File: src/rtl/coh_pkg.sv
package coh_pkg;

    typedef struct packed {
        logic valid;
        logic uniq;
        logic owner;
        logic dirty;
    } line_st_t;

    typedef enum logic [1:0] {
        OP_SHARED = 2'd0,
        OP_UNIQUE = 2'd1,
        OP_ONCE   = 2'd2,
        OP_MKUNQ  = 2'd3
    } rd_op_e;

    typedef enum logic [1:0] {
        RSP_OK   = 2'd0,
        RSP_ERR  = 2'd1,
        RSP_DATA = 2'd2
    } rsp_kind_e;

    typedef enum logic {
        PRB_SHARE = 1'b0,
        PRB_INVAL = 1'b1
    } prb_kind_e;

endpackage

File: src/rtl/coh_line_table.sv
module coh_line_table
    import coh_pkg::*;
#(
    parameter int LINES = 8,
    localparam int AW = $clog2(LINES)
) (
    input  logic                     clk,
    input  logic                     rst_n,
    input  logic                     rsp_en,
    input  logic [AW-1:0]            rsp_addr,
    input  line_st_t                 rsp_val,
    input  logic                     prb_en,
    input  logic [AW-1:0]            prb_addr,
    input  line_st_t                 prb_val,
    input  logic                     evc_en,
    input  logic [AW-1:0]            evc_addr,
    output line_st_t [LINES-1:0]     lines_o
);

    line_st_t [LINES-1:0] lines_d, lines_q;

    // Same-cycle writes: eviction wins over probe, probe over response.
    always_comb begin
        lines_d = lines_q;
        if (rsp_en) lines_d[rsp_addr] = rsp_val;
        if (prb_en) lines_d[prb_addr] = prb_val;
        if (evc_en) lines_d[evc_addr] = '0;
    end

    always_ff @(posedge clk or negedge rst_n) begin
        if (!rst_n) lines_q <= '0;
        else        lines_q <= lines_d;
    end

    assign lines_o = lines_q;

    for (genvar g = 0; g < LINES; g++) begin : g_inv
        a_r11_dirty_owner: assert property (@(posedge clk) disable iff (!rst_n)
            lines_q[g].dirty |-> lines_q[g].owner);
    end

endmodule

File: src/rtl/coh_wr_tracker.sv
module coh_wr_tracker #(
    parameter int MAX_WR = 4,
    localparam int CW = $clog2(MAX_WR + 1)
) (
    input  logic clk,
    input  logic rst_n,
    input  logic inc,
    input  logic dec,
    output logic room_o,
    output logic idle_o
);

    logic [CW-1:0] cnt_d, cnt_q;

    always_comb begin
        cnt_d = cnt_q;
        if (inc && !dec)      cnt_d = cnt_q + CW'(1);
        else if (dec && !inc) cnt_d = cnt_q - CW'(1);
    end

    always_ff @(posedge clk or negedge rst_n) begin
        if (!rst_n) cnt_q <= '0;
        else        cnt_q <= cnt_d;
    end

    assign room_o = (cnt_q < CW'(MAX_WR));
    assign idle_o = (cnt_q == '0);

    a_r9_no_underflow: assert property (@(posedge clk) disable iff (!rst_n)
        dec |-> cnt_q != '0);
    a_r9_cap: assert property (@(posedge clk) disable iff (!rst_n)
        cnt_q <= CW'(MAX_WR));

endmodule

File: src/rtl/coh_master_port.sv
module coh_master_port
    import coh_pkg::*;
#(
    parameter int LINES  = 8,
    parameter int MAX_WR = 4,
    localparam int AW = $clog2(LINES)
) (
    input  logic          clk,
    input  logic          rst_n,
    input  logic          req_valid,
    output logic          req_ready,
    input  logic [1:0]    req_op,
    input  logic [AW-1:0] req_addr,
    input  logic          ev_valid,
    output logic          ev_ready,
    input  logic [AW-1:0] ev_addr,
    input  logic [AW-1:0] lk_addr,
    output logic [3:0]    lk_state,
    output logic          rc_valid,
    input  logic          rc_ready,
    output logic [1:0]    rc_op,
    output logic [AW-1:0] rc_addr,
    input  logic          rr_valid,
    output logic          rr_ready,
    input  logic [1:0]    rr_kind,
    input  logic [AW-1:0] rr_addr,
    input  logic [3:0]    rr_state,
    output logic          ra_valid,
    input  logic          ra_ready,
    output logic [AW-1:0] ra_addr,
    output logic          wc_valid,
    input  logic          wc_ready,
    output logic          wc_kind,
    output logic [AW-1:0] wc_addr,
    input  logic          wr_valid,
    output logic          wr_ready,
    input  logic          pc_valid,
    output logic          pc_ready,
    input  logic          pc_kind,
    input  logic [AW-1:0] pc_addr,
    output logic          pr_valid,
    input  logic          pr_ready
);

    typedef struct packed {
        logic                  rc_valid;
        logic [1:0]            rc_op;
        logic [AW-1:0]         rc_addr;
        logic                  ra_valid;
        logic [AW-1:0]         ra_addr;
        logic                  wc_valid;
        logic                  wc_kind;
        logic [AW-1:0]         wc_addr;
        logic                  pr_valid;
        logic [LINES-1:0]      pend;
        logic [LINES-1:0][1:0] pend_op;
    } port_st_t;

    port_st_t d, q;
    line_st_t [LINES-1:0] lines;
    line_st_t rsp_in, rsp_old, rsp_new, prb_old, prb_new, ev_old;
    logic rc_free, ra_free, wc_free, pr_free;
    logic req_fire, rr_fire, ev_fire, ev_emit, pc_fire;
    logic wr_room, wr_idle;

    // Stream slot availability: each output slot frees when taken.
    assign rc_free  = !q.rc_valid || rc_ready;
    assign ra_free  = !q.ra_valid || ra_ready;
    assign wc_free  = !q.wc_valid || wc_ready;
    assign pr_free  = !q.pr_valid || pr_ready;

    assign req_ready = rc_free && !q.pend[req_addr];
    assign rr_ready  = ra_free;
    assign ev_ready  = wc_free && wr_room;
    assign pc_ready  = pr_free && wr_idle;
    assign wr_ready  = 1'b1;

    assign req_fire = req_valid && req_ready;
    assign rr_fire  = rr_valid && rr_ready;
    assign ev_fire  = ev_valid && ev_ready;
    assign pc_fire  = pc_valid && pc_ready;

    assign rsp_in  = line_st_t'(rr_state);
    assign rsp_old = lines[rr_addr];
    assign prb_old = lines[pc_addr];
    assign ev_old  = lines[ev_addr];
    assign ev_emit = ev_fire && ev_old.valid;

    // New line state from a read response.
    always_comb begin
        rsp_new = rsp_old;
        case (rr_kind)
            RSP_ERR:  rsp_new = '0;
            RSP_DATA: if (q.pend_op[rr_addr] != OP_ONCE) rsp_new = rsp_in;
            default: begin
                rsp_new.valid = 1'b1;
                rsp_new.uniq  = 1'b1;
            end
        endcase
    end

    // New line state from a probe.
    always_comb begin
        prb_new = prb_old;
        if (pc_kind == PRB_INVAL) prb_new = '0;
        else                      prb_new.uniq = 1'b0;
    end

    always_comb begin
        d = q;
        // read command
        if (q.rc_valid && rc_ready) d.rc_valid = 1'b0;
        if (req_fire) begin
            d.rc_valid          = 1'b1;
            d.rc_op             = req_op;
            d.rc_addr           = req_addr;
            d.pend[req_addr]    = 1'b1;
            d.pend_op[req_addr] = req_op;
        end
        // read acknowledge ends the in-flight window of its line
        if (q.ra_valid && ra_ready) begin
            d.ra_valid          = 1'b0;
            d.pend[q.ra_addr]   = 1'b0;
        end
        if (rr_fire) begin
            d.ra_valid = 1'b1;
            d.ra_addr  = rr_addr;
        end
        // write command
        if (q.wc_valid && wc_ready) d.wc_valid = 1'b0;
        if (ev_emit) begin
            d.wc_valid = 1'b1;
            d.wc_kind  = ev_old.dirty;
            d.wc_addr  = ev_addr;
        end
        // probe response
        if (q.pr_valid && pr_ready) d.pr_valid = 1'b0;
        if (pc_fire) d.pr_valid = 1'b1;
    end

    always_ff @(posedge clk or negedge rst_n) begin
        if (!rst_n) q <= '0;
        else        q <= d;
    end

    coh_line_table #(.LINES(LINES)) table_i (
        .clk      (clk),
        .rst_n    (rst_n),
        .rsp_en   (rr_fire),
        .rsp_addr (rr_addr),
        .rsp_val  (rsp_new),
        .prb_en   (pc_fire),
        .prb_addr (pc_addr),
        .prb_val  (prb_new),
        .evc_en   (ev_emit),
        .evc_addr (ev_addr),
        .lines_o  (lines)
    );

    coh_wr_tracker #(.MAX_WR(MAX_WR)) wtrk_i (
        .clk    (clk),
        .rst_n  (rst_n),
        .inc    (ev_emit),
        .dec    (wr_valid),
        .room_o (wr_room),
        .idle_o (wr_idle)
    );

    assign lk_state = lines[lk_addr];
    assign rc_valid = q.rc_valid;
    assign rc_op    = q.rc_op;
    assign rc_addr  = q.rc_addr;
    assign ra_valid = q.ra_valid;
    assign ra_addr  = q.ra_addr;
    assign wc_valid = q.wc_valid;
    assign wc_kind  = q.wc_kind;
    assign wc_addr  = q.wc_addr;
    assign pr_valid = q.pr_valid;

    a_r2_rc_hold: assert property (@(posedge clk) disable iff (!rst_n)
        rc_valid && !rc_ready |=> rc_valid && $stable(rc_addr) && $stable(rc_op));
    a_r3_pend_on_issue: assert property (@(posedge clk) disable iff (!rst_n)
        rc_valid |-> q.pend[rc_addr]);
    a_r4_ack_hold: assert property (@(posedge clk) disable iff (!rst_n)
        ra_valid && !ra_ready |=> ra_valid && $stable(ra_addr));
    a_r4_rsp_free: assert property (@(posedge clk) disable iff (!rst_n)
        !ra_valid |-> rr_ready);
    a_r8_wc_hold: assert property (@(posedge clk) disable iff (!rst_n)
        wc_valid && !wc_ready |=> wc_valid && $stable(wc_addr) && $stable(wc_kind));
    a_r10_pr_hold: assert property (@(posedge clk) disable iff (!rst_n)
        pr_valid && !pr_ready |=> pr_valid);

endmodule

File: config.mk
export PLATFORM = sky130hd
export DESIGN_NAME = coh_master_port
export DESIGN_NICKNAME = d
export VERILOG_FILES = /design/src/rtl/coh_pkg.sv /design/src/rtl/coh_line_table.sv /design/src/rtl/coh_wr_tracker.sv /design/src/rtl/coh_master_port.sv
export SDC_FILE = /design/constraint.sdc
export NUM_CORES = 1
export LEC_CHECK = 0
export ABC_CLOCK_PERIOD_IN_PS = 5320
export BUFFER_PORTS_ARGS = -buffer_cell sky130_fd_sc_hd__buf_4
export CORE_UTILIZATION = 64
export DETAILED_ROUTE_END_ITERATION = 8
export HOLD_SLACK_MARGIN = 0.03
export PLACE_DENSITY_LB_ADDON = 0.25
export SLEW_MARGIN = 20
export SYNTH_ARGS = -nofsm -noshare
export SYNTH_HDL_FRONTEND = slang
export SYNTH_SLANG_ARGS = --single-unit
File: constraint.sdc
create_clock -name clk -period 5.32 [get_ports clk]
set_clock_uncertainty 0.1 [all_clocks]
set_input_delay 1.064 -clock clk [delete_from_list [all_inputs] [get_ports clk]]
set_output_delay 1.064 -clock clk [all_outputs]
set_load 0.005 [all_outputs]
==> Word level (Yosys, flattened, before mapping) <==
Cells that the tools add are included.
W data, S select, Z words.
{ "op_classes": {"n_eq_ne": 3, "reduce_logical": 36, "n_mul": 0, "n_div": 0, "shift": 0, "n_mux": 47, "n_lt_le_gt_ge": 12, "n_bitwise": 5, "addsub": 2} }
{ "op_table": {"columns": ["op", "count"], "rows": [
  ["$mux W32", 3],
  ["$bwmux W32", 2],
  ["$bmux W4 S3", 4],
  ["$demux W4 S3", 3],
  ["$mux W4", 9],
  ["$and A32 B32 Y32", 1],
  ["$not A32 Y32", 1],
  ["$lt A3 B4 Y1 const B", 6],
  ["$mux W24", 1],
  ["$logic_and A1 B1 Y1", 19],
  ["$bwmux W16", 1],
  ["$ge A3 B1 Y1 const B", 5],
  ["$reduce_bool A2 Y1", 5],
  ["$mux W1", 9],
  ["$and A8 B8 Y8", 1],
  ["$mux W8", 1],
  ["$not A8 Y8", 1],
  ["$or A8 B8 Y8", 1],
  ["$pmux W2 S2", 2],
  ["$logic_not A1 Y1", 7],
  ["$bmux W2 S3", 1],
  ["$demux W1 S3", 2],
  ["$demux W2 S3", 1],
  ["$mux W2", 3],
  ["other kinds (12)", 16]
]} }
{ "word_totals": {"mem_bits_rw": 0, "latch_bits": 0, "rom_bits": 0, "mem_count": 0, "wordCells": 156, "reg_bits": 75, "out_inout_bits": 25} }

==> Longest topological paths before layout <==
Gate-level depths: netlist of the first run.
{ "depth": {"word_depth": 11, "mapped_depth": 12, "ltp_nobuf": 11} }

==> By module <==
A second synthesis of the first run with hierarchy kept.
{ "unflattened": {"hier_cells": 439, "area_unflattened_um2": 4863.4} }
{ "modules_own_cells": {"columns": ["module", "area_each_um2", "n_inst", "cells_each"], "rows": [
  ["coh_master_port", 2929.1, 1, 257],
  ["coh_line_table", 1769.2, 1, 168],
  ["coh_wr_tracker", 165.2, 1, 14]
]} }

==> Least setup slack after synthesis of the first run <==
Ideal clock, no wire load.
{ "synth_path": {"path_kind": "input to output", "from": "input port lk_addr[0]", "to": "output port lk_state[0]", "path_slack_ns": 1.851, "cell_stages": 3, "arrival_ns": 2.305, "path_cell_list": "clkbuf_1 > mux4_2 > mux2_2"} }
{ "synth_via": {"elab_chain_len": 2} }
{ "synth_lines": {"columns": ["item", "line_no", "rtl"], "rows": [
  ["from (decl)", "coh_master_port.sv:17", "input logic [AW-1:0] lk_addr,"],
  ["$bmux W4 S3", "coh_master_port.sv:169", "assign lk_state = lines[lk_addr];"],
  ["$mux W4 (not written as such)", "coh_master_port.sv:169", null],
  ["to (decl)", "coh_master_port.sv:18", "output logic [3:0] lk_state,"]
]} }
Every way passes these cells. The select of a mux whose other input is x is not followed.

==> Worst setup path after layout of the first run <==
{ "layout_path": {"from": "input port ev_addr[0]", "to": "register wtrk_i.cnt_q[2]"} }
{ "layout_via": {"elab_chain_len": 6} }
{ "layout_lines": {"columns": ["item", "line_no", "rtl"], "rows": [
  ["from (decl)", "coh_master_port.sv:16", "input logic [AW-1:0] ev_addr,"],
  ["$bmux W4 S3 (*)", "coh_master_port.sv:86", "assign ev_old = lines[ev_addr];"],
  ["$mux W4 (not written as such) (*)", "coh_master_port.sv:86", null],
  ["$logic_and A1 B1 Y1 (*)", "coh_master_port.sv:87", "assign ev_emit = ev_fire && ev_old.valid;"],
  ["$logic_not A1 Y1", "coh_wr_tracker.sv:18", "else if (dec && !inc) cnt_d = cnt_q - CW'(1);"],
  ["$logic_and A1 B1 Y1", "coh_wr_tracker.sv:18", null],
  ["$reduce_bool A2 Y1 (no source line)", null, null],
  ["to (signal assigned)", "coh_wr_tracker.sv:23", "else cnt_q <= cnt_d;"],
  ["to (decl)", "coh_wr_tracker.sv:13", "logic [CW-1:0] cnt_d, cnt_q;"]
]} }
Mark *: on every way between the ends. The rest lies on a longest branch, timed or not. The select of a mux whose other input is x is not followed.
A chain may end at the register's enable or synchronous reset.

==> results of run 1 <==
per-stage QoR:
step	total power, mW	util	setup slack, ns	cells
finish	2.515	0.7562	1.952	619
CTS	2.501	0.7562	1.960	619
floorplan	1.692	-	1.851	477
global route	2.639	0.7562	1.647	619
global placement	1.958	0.7270	1.769	603
detailed placement	2.011	0.7270	1.610	603
Yosys cell counts, types with 6 or more instances:
cell type / instances
buf_4: 12
mux2i_1: 14
a21oi_2: 17
buf_2: 6
nand2b_1: 11
o21ai_1: 16
nor3_1: 15
nand3_1: 7
nor2_1: 32
a32oi_1: 21
nor2b_1: 14
mux2_1: 17
clkbuf_1: 10
nand2_1: 40
o21ai_0: 15
inv_1: 16
mux4_2: 19
o22ai_1: 8
dfrtp_1: 75
mux2_2: 18
a21oi_1: 10
cells in the final DEF (no fill, tap or decap), types with 3 or more instances in the layout:
master and n:
buf_4 58, and2_1 3, a21o_1 4, clkbuf_8 9, nor2_1 32, inv_1 16
and3_1 3, o21ai_1 16, o22ai_1 8, nor3_1 15, nor4_1 5, nand2_1 40
mux2_2 18, a32oi_1 21, nand2b_1 11, o21ai_0 15, nand3_1 7, a21oi_1 10
mux4_2 19, dfrtp_1 75, a31oi_1 3, nand4_1 5, nor2b_1 14, mux2i_1 14
ha_1 3, mux2_1 17, a21oi_2 17
worst min-delay path: stages, from the launching register on:
cell and delay, ns:
dfrtp_1 0.35, nand2_1 0.05, nand2_1 0.05
report_power, final:
part,total [mW],internal (mW),leakage [nW],switching (mW)
Clock,0.492,0.265,0.106,0.227
Sequential,1.07,0.817,0.916,0.251
Combinational,0.955,0.507,1.26,0.448
Total,2.51,1.59,2.28,0.925
area by class of cell:
type / instances / area share
multi-input cells: 355 / 0.5181
flip-flops and latches: 75 / 0.3333
repair buffers: 58 / 0.07732
clock buffers: 10 / 0.02266
well taps: 99 / 0.02200
clock inverters: 6 / 0.01600
inverters: 16 / 0.01066
metal layers:
metal	GRT usage	wire length [µm]
met5	0	0
met4	0.1371	412
met3	0.08923	1368
met2	0.5581	6717
met1	0.5139	5972
final timing paths:
kind,startpoint,endpoint,slack [ns],cells past startpoint
min in group asynchronous,rst_n,async pin,0.75,1
worst min register to register,rc_addr[0]$_DFFE_PN0P_,rc_addr[0]$_DFFE_PN0P_,0.38,2
max in group asynchronous,rst_n,table_i.lines_o[4]$_DFF_PN0_,3.76,1
worst max register to register,table_i.lines_o[19]$_DFF_PN0_,wtrk_i.cnt_q[2]$_DFFE_PN0P_,2.42,11
worst min-delay path,rc_addr[0]$_DFFE_PN0P_,rc_addr[0]$_DFFE_PN0P_,0.38,2
worst max-delay path,ev_addr[0],wtrk_i.cnt_q[2]$_DFFE_PN0P_,1.95,12
cell families after synthesis:
logic type / count (synthesis) / share of synthesized area
simple gates: 157 / 0.1746
compound gates: 121 / 0.1910
flops: 75 / 0.3725
mux: 69 / 0.1962
buf+inv: 47 / 0.04842
fa+ha+maj: 4 / 0.01142
xor+xnor: 3 / 0.005216
other cells: 1 / 0.0007443
==> summary.md, run 1 <==
| Metric | Value |
|---|---|
| Status | finished clean |
| Req. time, crit path | around 5.5 ns |
| Core Region | ~7400 µm² |
| Worst-Margin Slew | roughly 1.0 ns |
| Remaining antenna violation count after routing | 0 |
| Post-synth top area share | 0.3725 |
| TritonCTS clock tree | done |
| CP most frequent cell | nor2_1 |
| Syn_nets | approximately 520 |
| Vias per cell | 7.002 |
| H-tree levels | 3 |
| Sequential cell area | about 1900 µm² |
| Fin Hold WS | approximately 0.38 ns |
| Layout cells sized above 1 | 0.2846 |
| P&R area growth vs syn | 11.77% |
| Global router's overall resource usage | 0.3685 |
| Grt ovf | 0 |
| EDFF count, synth | 0 |
| Clock sink count | 75 |
| Fin Setup TNS | 0 ns |
| Peak per-stage delay on the critical path | about 0.43 ns |
| Worst-path clk slew | 0.08 ns |
| Worst-path fanout max | 14 |
| Largest net degree at the start of global routing | 76 |
| Post-CTS Hold Fix Bufs | 0 |
| Largest cells by area after synthesis | dfrtp_1 37%, mux4_2 8.5%, mux2_2 4.0% |
| Slew HR | 0.3164 |
| Critical path data arrival time | 3.55 ns |
| Area after DPL | 5414 µm² |
| Die Y | 90.73 µm |
| Vias in the first global route | between 4000 and 5000 |
| DRC | 0 |
| Port bufs | 58 |
| Diodes inserted | 0 |
| Clock buffer depth | 2 |
| Slowest-stage cell, CP | fa_1 |
| TritonRoute pass-1 iters | 5 |
| PwrDens | roughly 450 nW/µm² |
| Synth warn | 0 |
| Final period utilization | 0.6331 |
| Crit. End Element | flop |
| Unrepaired setup endpoints after global routing | no |
| Max Cap Viol | 0 |
| Chip width | ~90 µm |
| Starting DRT DRC Count | 472 |
| Library cells used by synthesis | slightly above 70 |
| Setup crit start kind | input port |
| Row count | 31 |
| Synth Instances | 477 |
| Final setup fails | 0 |
| Clock root cell | clkbuf_8 |
| Maximum vdd drop | 317.1 µV |
| Slew Viols, Final | 0 |
| First-pass GRT wire length | around 23 mm |
| Hpwl dp | 10.71 mm |
| Initial antenna violation count | 0 |
| Multi-input combinational cell area | ~2900 µm² |
| Most used DFF post-synth | dfrtp_1 |
| Fmax | around 300 MHz |
| Syn Area/Cell | ~11 µm² |
| # IOs | 60 |
| Routed wire per std cell | about 23 µm |
| Minimum clock period | 3.368 ns |
| Post-synthesis async set-or-reset flop share | 1.000 |
| Initial core utilization | 0.6766 |
| Post-route cell area | between 5000 and 6000 µm² |
| Syn Std Cell Area | roughly 5000 µm² |
| Final wirelength | 14.47 mm |
| Yosys reg bits | 75 |
| CTS Buf Count | 9 |
| Nets | about 550 |
| Clk Latency, worst-skew pair | 0.36 ns |
| Post-synthesis sequential area ratio | 0.3725 |
| PostCTS Resize Cnt | 0 |
| GP Congestion | between 0.9 and 1 |
| Min-Delay Path Class | flop to flop |
| DR vias | 4334 |
| LEAKAGE | 2.282 nW |
| Critical-path cell list | buf_4 > nor2b_1 > a2bb2oi_1 > o21ai_0 > nor2_1 > nor2_1 > ha_1 > inv_1 > fa_1 > xor2_1 > nor2_1 > xnor2_1 |
| Die area | ~8200 µm² |
| Largest area contributor in the netlist | dfrtp_1 |
| Crit path max-delay family | simple AND/OR/NAND/NOR gates |
| WS Path Type | input port to flop |
| Fillers | roughly 520 |
| Hold Vio Cnt, Final | 0 |
| # Post-CTS Setup Buffers | 0 |
| Buf/Inv on CP | 2 |
Power figures use the tool's default switching activity.
==> run 2: changes to the inputs <==
Settings changed: ABC_AREA set to 1, ABC_CLOCK_PERIOD_IN_PS 5320 to 2900, CORE_UTILIZATION 64 to 54.
Clock period 5.32 ns to 2.9 ns, I/O delays scaled along.
==> run 2 against run 1 <==
- routed wire length rose by 8.8%
- final cell count increased by 51%
- register-to-register slack worse by 1.9 ns
- critical endpoint is now lk_state[2]
- largest cell class unchanged
- largest power group unchanged
- highest routed layer unchanged
==> summary.md, run 2 <==
| Metric | Value |
|---|---|
| Most common cell in the netlist | nand2_1 |
| Clock sink count | 75 (unchanged) |
| TritonCTS clock tree | done |
| Req. time, crit path | 2.22 ns (-3.28 ns) |
| Hold Vio Cnt, Final | 0 (unchanged) |
| Peak per-stage delay on the critical path | 0.34 ns (-0.09 ns) |
| TritonRoute pass-1 iters | 7 (+2) |
| Final setup fails | 0 (unchanged) |
| Clock share of power | 0.183 (-0.013) |
| Final wirelength | 15.74 mm (+8.8%) |
| Die Y | 100.2 µm (+10%) |
| Syn Std Cell Area | 5206 µm² (+3.3%) |
| Min-Delay Path Class | input port to async pin |
| Routed wire per std cell | 16.87 µm (-28%) |
| Unrepaired setup endpoints after global routing | no |
| Area after DPL | 5663 µm² (+4.6%) |
| WS Path Type | input port to output port |
| Top Usage Layer GRT | met2 |
| Clk Latency, worst-skew pair | 0.36 ns (about the same) |
| Synth Area in Compound Gates | 0.2004 (+0.009472) |
| Syn Area/Cell | 6.914 µm² (-35%) |
| Layout cells sized above 1 | 0.1667 (-0.1179) |
| Worst-Margin Slew | 0.9785 ns (-0.04693 ns) |
| Met2 Resource Use GR | 0.5195 (-0.03859) |
| Critical path data arrival time | 1.80 ns (-1.75 ns) |
| Most frequent cells in the layout | 169 x nand2_1, 118 x inv_1, 81 x o21ai_0 |
| Post-synth top area share | 0.3605 (-0.01200) |
| Largest area contributor in the netlist | dfrtp_1 |
| Grt ovf | 0 (unchanged) |
| EDFF count, synth | 0 (unchanged) |
| Library cells used by synthesis | 46 (-36%) |
| Diodes inserted | 0 (unchanged) |
| Core Region | 9284 µm² (+25%) |
| H-tree levels | 3 (unchanged) |
| Most used DFF post-synth | dfrtp_1 |
| GP Congestion | 1.018 (+4.0%) |
| Slew HR | 0.3477 (+0.03129) |
| Vias per cell | 5.685 (-19%) |
| Xor/xnor cell area share of the yosys netlist | 0.003365 (-0.001850) |
| First-pass GRT wire length | 24.56 mm (+6.0%) |
| Syn_nets | 792 (+53%) |
| Yosys reg bits | 75 (unchanged) |
| Post-layout util | 0.6317 (-0.1245) |
| Initial antenna violation count | 0 (unchanged) |
| Post-Synth Simple-Gate Area | 0.2973 (+0.1227) |
| Mux contribution to synthesized area | 0.002163 (-0.1940) |
| Minimum clock period | 2.481 ns |
| Die area | 10040 µm² (+22%) |
| Post-route cell area | 5864 µm² (+4.1%) |
| DR vias | 5304 (+22%) |
| Adder-Cell Fraction of Synth Area | 0.01106 (-0.0003679) |
| Global router's overall resource usage | 0.3259 (-0.04259) |
| Initial core utilization | 0.5608 (-0.1158) |
| Clock buffer depth | 2 (unchanged) |
| Fin Setup TNS | 0 ns (unchanged) |
| Port bufs | 58 (unchanged) |
| Starting DRT DRC Count | 402 (-15%) |
| # Post-CTS Setup Buffers | 0 (unchanged) |
| Net Sw Frac | 0.4196 (+0.05162) |
| Clock root cell | clkbuf_8 |
| Setup crit start kind | input port |
| Remaining antenna violation count after routing | 0 (unchanged) |
| Slowest-stage cell, CP | inv_1 |
| Sw power | 1.939 mW (+110%) |
| Largest family of logic cells by synthesized area | simple AND/OR/NAND/NOR gates |
| Fmax | a little over 400 MHz |
| Final period utilization | 0.8557 |
| Largest net degree at the start of global routing | 76 (unchanged) |
| Status | finished clean |
| Fin Hold WS | 0.2667 ns (-0.1151 ns) |
| Sequential share of power | 0.417 (-0.007) |
| Met3 GRT Util | 0.04387 (-0.04535) |
| PostCTS Resize Cnt | 0 (unchanged) |
| Post-CTS Hold Fix Bufs | 0 (unchanged) |
| Post-synth top cells | 169 x nand2_1, 118 x inv_1, 81 x o21ai_0, 75 x dfrtp_1, 67 x a21oi_1 |
| Largest cells by area after synthesis | dfrtp_1 36%, nand2_1 12%, inv_1 8.5% |
| P&R area growth vs syn | 12.64% |
| Cell-internal power | 2.682 mW (+69%) |
| Hpwl dp | 11.77 mm (+9.9%) |
| LEAKAGE | 2.947 nW (+29%) |
| Fin worst setup slack | 0.4186 ns (-1.533 ns) |
| Combinational fraction of design power | 0.400 (+0.020) |
| Max Cap Viol | 0 (unchanged) |
| Chip width | 100.2 µm (+10%) |
| Maximum vdd drop | 410.2 µV (+29%) |
| Post-synthesis sequential area ratio | 0.3605 (-0.01200) |
| PwrDens | 787.9 nW/µm² (+76%) |
| Synth warn | 0 (unchanged) |
| Post-synthesis async set-or-reset flop share | 1.000 (unchanged) |
| Crit. End Element | output port |
| Row count | 35 (+13%) |
| Most common cell after layout, fill and taps aside | nand2_1 |
| CP most frequent cell | buf_4 |
| Worst-path fanout max | 19 (+5) |
| CTS Buf Count | 9 (unchanged) |
| Slew Viols, Final | 0 (unchanged) |
| DRC | 0 (unchanged) |
| Worst slack at placement | 0.1918 ns (-1.418 ns) |
| Nets | 838 (+51%) |
| # IOs | 60 (unchanged) |
| Vias in the first global route | 4775 (+14%) |
| Critical-path cell list | buf_4 > inv_1 > nand2_1 > o21ai_0 > a21oi_1 > a31oi_1 > buf_4 |
| Worst-path clk slew | 0.08 ns (about the same) |
| Synth Instances | 753 (+58%) |
| Met1 Use GR | 0.4430 (-0.07089) |
[run 2: cell type report]
cell class                 count  area, µm²
sequential                    75       1877
multi-input combinational    525       2681
timing repair buffer          63      473.0
fill                         901       3420
inverter                     125      470.5
clock inverter                 5      60.06
tap                          129      161.4
clock buffer                  11      141.4
[run 2: worst max-delay path: cells and delay by family]
family,cells,cell delay [ns]
buf+inv,3,0.67
compound gates,3,0.43
simple gates,1,0.12
[run 2: per-layer routing]
layer / vias to the layer above / wire length (µm)
met5: - / 0
met4: 0 / 606
met3: 42 / 1119
met2: 267 / 7240
met1: 2473 / 6778
li1: 2522 / -
[run 2: final timing paths]
check,startpoint,endpoint,slack (ns),depth (start not counted)
max reg2reg,table_i.lines_o[19]$_DFF_PN0_,wtrk_i.cnt_q[2]$_DFFE_PN0P_,0.55,15
min in group clk,wc_ready,wc_valid$_DFFE_PN0P_,0.29,2
max in group asynchronous,rst_n,table_i.lines_o[25]$_DFF_PN0_,1.80,1
min reg2reg,rc_addr[1]$_DFFE_PN0P_,rc_addr[1]$_DFFE_PN0P_,0.40,2
min,rst_n,rc_addr[2]$_DFFE_PN0P_,0.27,1
max,lk_addr[0],lk_state[2],0.42,7
[run 2: cell families (layout without fill, tap and decap cells)]
kind of cell             Yosys count  count (layout)
adder cells (fa/ha/maj)            4               4
XOR/XNOR                           2               2
flip-flops                        75              75
multiplexers                       1               1
AND/OR/NAND/NOR                  331             331
AO/OA/AOI/OAI                    186             186
buffers and inverters            153             204
other                              1               1
[run 2: stage by stage]
stage          std cells  total power, mW
2_1_floorplan        753            3.083
3_3_place_gp         917            3.688
3_5_place_dp         917            3.751
4_1_cts              933            4.598
5_1_grt              933            4.940
6_report             933            4.620
[run 2: power groups by stage]
stage	combinational (mW)	sequential, mW	clock (mW)
after floorplan	1.31	1.77	0
after global placement	1.77	1.92	0
after detailed placement	1.82	1.93	0
after CTS	1.83	1.91	0.858
after global routing	2.07	1.97	0.906
final	1.85	1.93	0.846
==> run 3: changes to the inputs <==
Settings changed: MAX_ROUTING_LAYER set to met4, SKIP_LAST_GASP set to 1.
==> run 3 against run 2 <==
- largest cell class unchanged
- routed wire length hardly changed
- sequential share of layout area is 0.48 points lower
- sequential cell count stayed put
- final cell count is 0.43% higher
- critical path depth is 1 lower
- register-to-register slack hardly changed
- final area is 1.5% higher
- global-route usage is 1.5 points higher
- sequential power hardly changed
- utilization is 0.96 points higher
- highest routed layer unchanged
==> summary.md, run 3 (synthesis gave the netlist of run 2 again) <==
| Metric | Value |
|---|---|
| Status | finished clean |
| Worst-path fanout max | 19 (unchanged) |
| Clock sink count | 75 (unchanged) |
| Post-layout util | 0.6412 (+0.009569) |
| Maximum vdd drop | 366.0 µV (-11%) |
| Port bufs | 58 (unchanged) |
| Nets | 842 (+0.48%) |
| Post-CTS Hold Fix Bufs | 0 (unchanged) |
| CP most frequent cell | buf_4 |
| Slowest-stage cell, CP | inv_1 |
| Clock buffer depth | 2 (unchanged) |
| Worst-Margin Slew | 0.5712 ns (-0.4073 ns) |
| Diodes inserted | 0 (unchanged) |
| Most frequent cells in the layout | 169 x nand2_1, 118 x inv_1, 81 x o21ai_0 |
| Crit path max-delay family | buffers and inverters |
| Critical-path cell list | buf_4 > inv_1 > o21ai_0 > a221oi_1 > a31oi_1 > buf_4 |
| Final setup fails | 0 (unchanged) |
| Final wirelength | 15.73 mm (about the same) |
| CTS Buf Count | 9 (unchanged) |
| Min-Delay Path Class | input port to async pin |
| Slew Viols, Final | 0 (unchanged) |
| Setup crit start kind | input port |
| Most common cell after layout, fill and taps aside | nand2_1 |
| Core Region | 9284 µm² (unchanged) |
| GP Congestion | 1.016 (-0.20%) |
| Max Cap Viol | 0 (unchanged) |
| First-pass GRT wire length | 25.09 mm (+2.1%) |
| Final period utilization | 0.8574 (+0.001725) |
| Initial core utilization | 0.5608 (unchanged) |
| Worst reg2reg path startpoint | table_i.lines_o[27]$_DFF_PN0_ |
| H-tree levels | 3 (unchanged) |
| Slew HR | 0.6183 (+0.2706) |
| DRC | 0 (unchanged) |
| DR vias | 5246 (-1.1%) |
| Worst R2R End | wtrk_i.cnt_q[2]$_DFFE_PN0P_ |
| Critical path data arrival time | 1.81 ns (about the same) |
| Remaining antenna violation count after routing | 0 (unchanged) |
| Crit. End Element | output port |
| Die Y | 100.2 µm (unchanged) |
| Fmax | 402.2 MHz (-0.20%) |
| PostCTS Resize Cnt | 0 (unchanged) |
| Starting DRT DRC Count | 429 (+6.7%) |
| Minimum clock period | 2.486 ns (+0.005002 ns) |
| WS Path Type | input port to output port |
| TritonCTS clock tree | done |
| Global router's overall resource usage | 0.3405 (+0.01463) |
| LEAKAGE | 2.992 nW (+1.5%) |
| # Post-CTS Setup Buffers | 0 (unchanged) |
| Row count | 35 (unchanged) |
| Largest net degree at the start of global routing | 47 (-38%) |
| Clock root cell | clkbuf_8 |
| Die area | 10040 µm² (unchanged) |
| Hpwl dp | 12.00 mm (+2.0%) |
| P&R area growth vs syn | 14.35% |
| TritonRoute pass-1 iters | 7 (unchanged) |
| Peak per-stage delay on the critical path | 0.31 ns (-0.03 ns) |
| Req. time, crit path | 2.22 ns (about the same) |
| Fin Setup TNS | 0 ns (unchanged) |
| Routed wire per std cell | 16.79 µm (-0.50%) |
| Clk Latency, worst-skew pair | 0.36 ns (about the same) |
| Vias in the first global route | 4886 (+2.3%) |
| Hold Vio Cnt, Final | 0 (unchanged) |
| Unrepaired setup endpoints after global routing | no |
| R2r worst-path depth | 15 (unchanged) |
| Fin Hold WS | 0.04872 ns (-0.2180 ns) |
| Chip width | 100.2 µm (unchanged) |
| Grt ovf | 0 (unchanged) |
| Worst-path clk slew | 0.08 ns (about the same) |
| # IOs | 60 (unchanged) |
| PwrDens | 805.8 nW/µm² (+2.3%) |
| Flop-to-flop setup slack | 0.56 ns (about the same) |
| Buf/Inv on CP | 3 (unchanged) |
| Layout cells sized above 1 | 0.1720 (+0.005363) |
| Initial antenna violation count | 0 (unchanged) |
| Vias per cell | 5.599 (-1.5%) |
[run 3: cell types whose count changed in the layout (fill, tap and decap cells not counted), sizes merged]
cell / previous run / this run
clkinv: 2 / 3
buf: 63 / 67
bufinv: 1 / 3
clkbuf: 11 / 9
inv: 126 / 125
[run 3: final cells by class]
cell class                      instances  area [µm²]
Clock buffer                            9       123.9
Inverter                              125       470.5
Timing Repair Buffer                   67       515.5
Tap cell                              129       161.4
Fill cell                             872        3331
Sequential cell                        75        1877
Multi-Input combinational cell        525        2681
Clock inverter                          7       123.9
[run 3: worst max-delay path by stage]
stage | from | endpoint | slack [ns] | cells past startpoint
after CTS | lk_addr[0] | lk_state[1] | 0.44 | 6
final | lk_addr[0] | lk_state[1] | 0.41 | 6
after floorplan | ev_addr[0] | wtrk_i.cnt_q[1]$_DFFE_PN0P_ | 0.40 | 12
after global placement | ev_addr[1] | wtrk_i.cnt_q[2]$_DFFE_PN0P_ | 0.30 | 16
after detailed placement | ev_addr[1] | wtrk_i.cnt_q[1]$_DFFE_PN0P_ | 0.18 | 13
after global routing | ev_addr[1] | wtrk_i.cnt_q[2]$_DFFE_PN0P_ | 0.28 | 16
[run 3: metrics by stage]
stage	area [µm²]	std cells	worst slack [ns]	power (mW)
after floorplan	5206	753	0.3957	3.083
after global placement	5705	921	0.2992	3.710
after detailed placement	5705	921	0.1789	3.755
after CTS	5953	937	0.4406	4.765
after global routing	5953	937	0.2839	5.113
final	5953	937	0.4136	4.797
[run 3: routing by layer]
metal	global-route usage	vias to the layer above	share of wire	wire length, µm
met5	-	-	0	0
met4	0.1204	0	0.027	423
met3	0.05362	35	0.075	1184
met2	0.5285	235	0.46	7185
met1	0.4535	2453	0.44	6939
li1	-	2523	-	-
[run 3: power breakdown]
part	switching [mW]	leakage (nW)	internal, mW	total, mW
sequential	0.418	0.925	1.51	1.93
combinational	1.09	1.95	0.757	1.85
clock	0.443	0.120	0.578	1.02
total	1.95	2.99	2.85	4.80
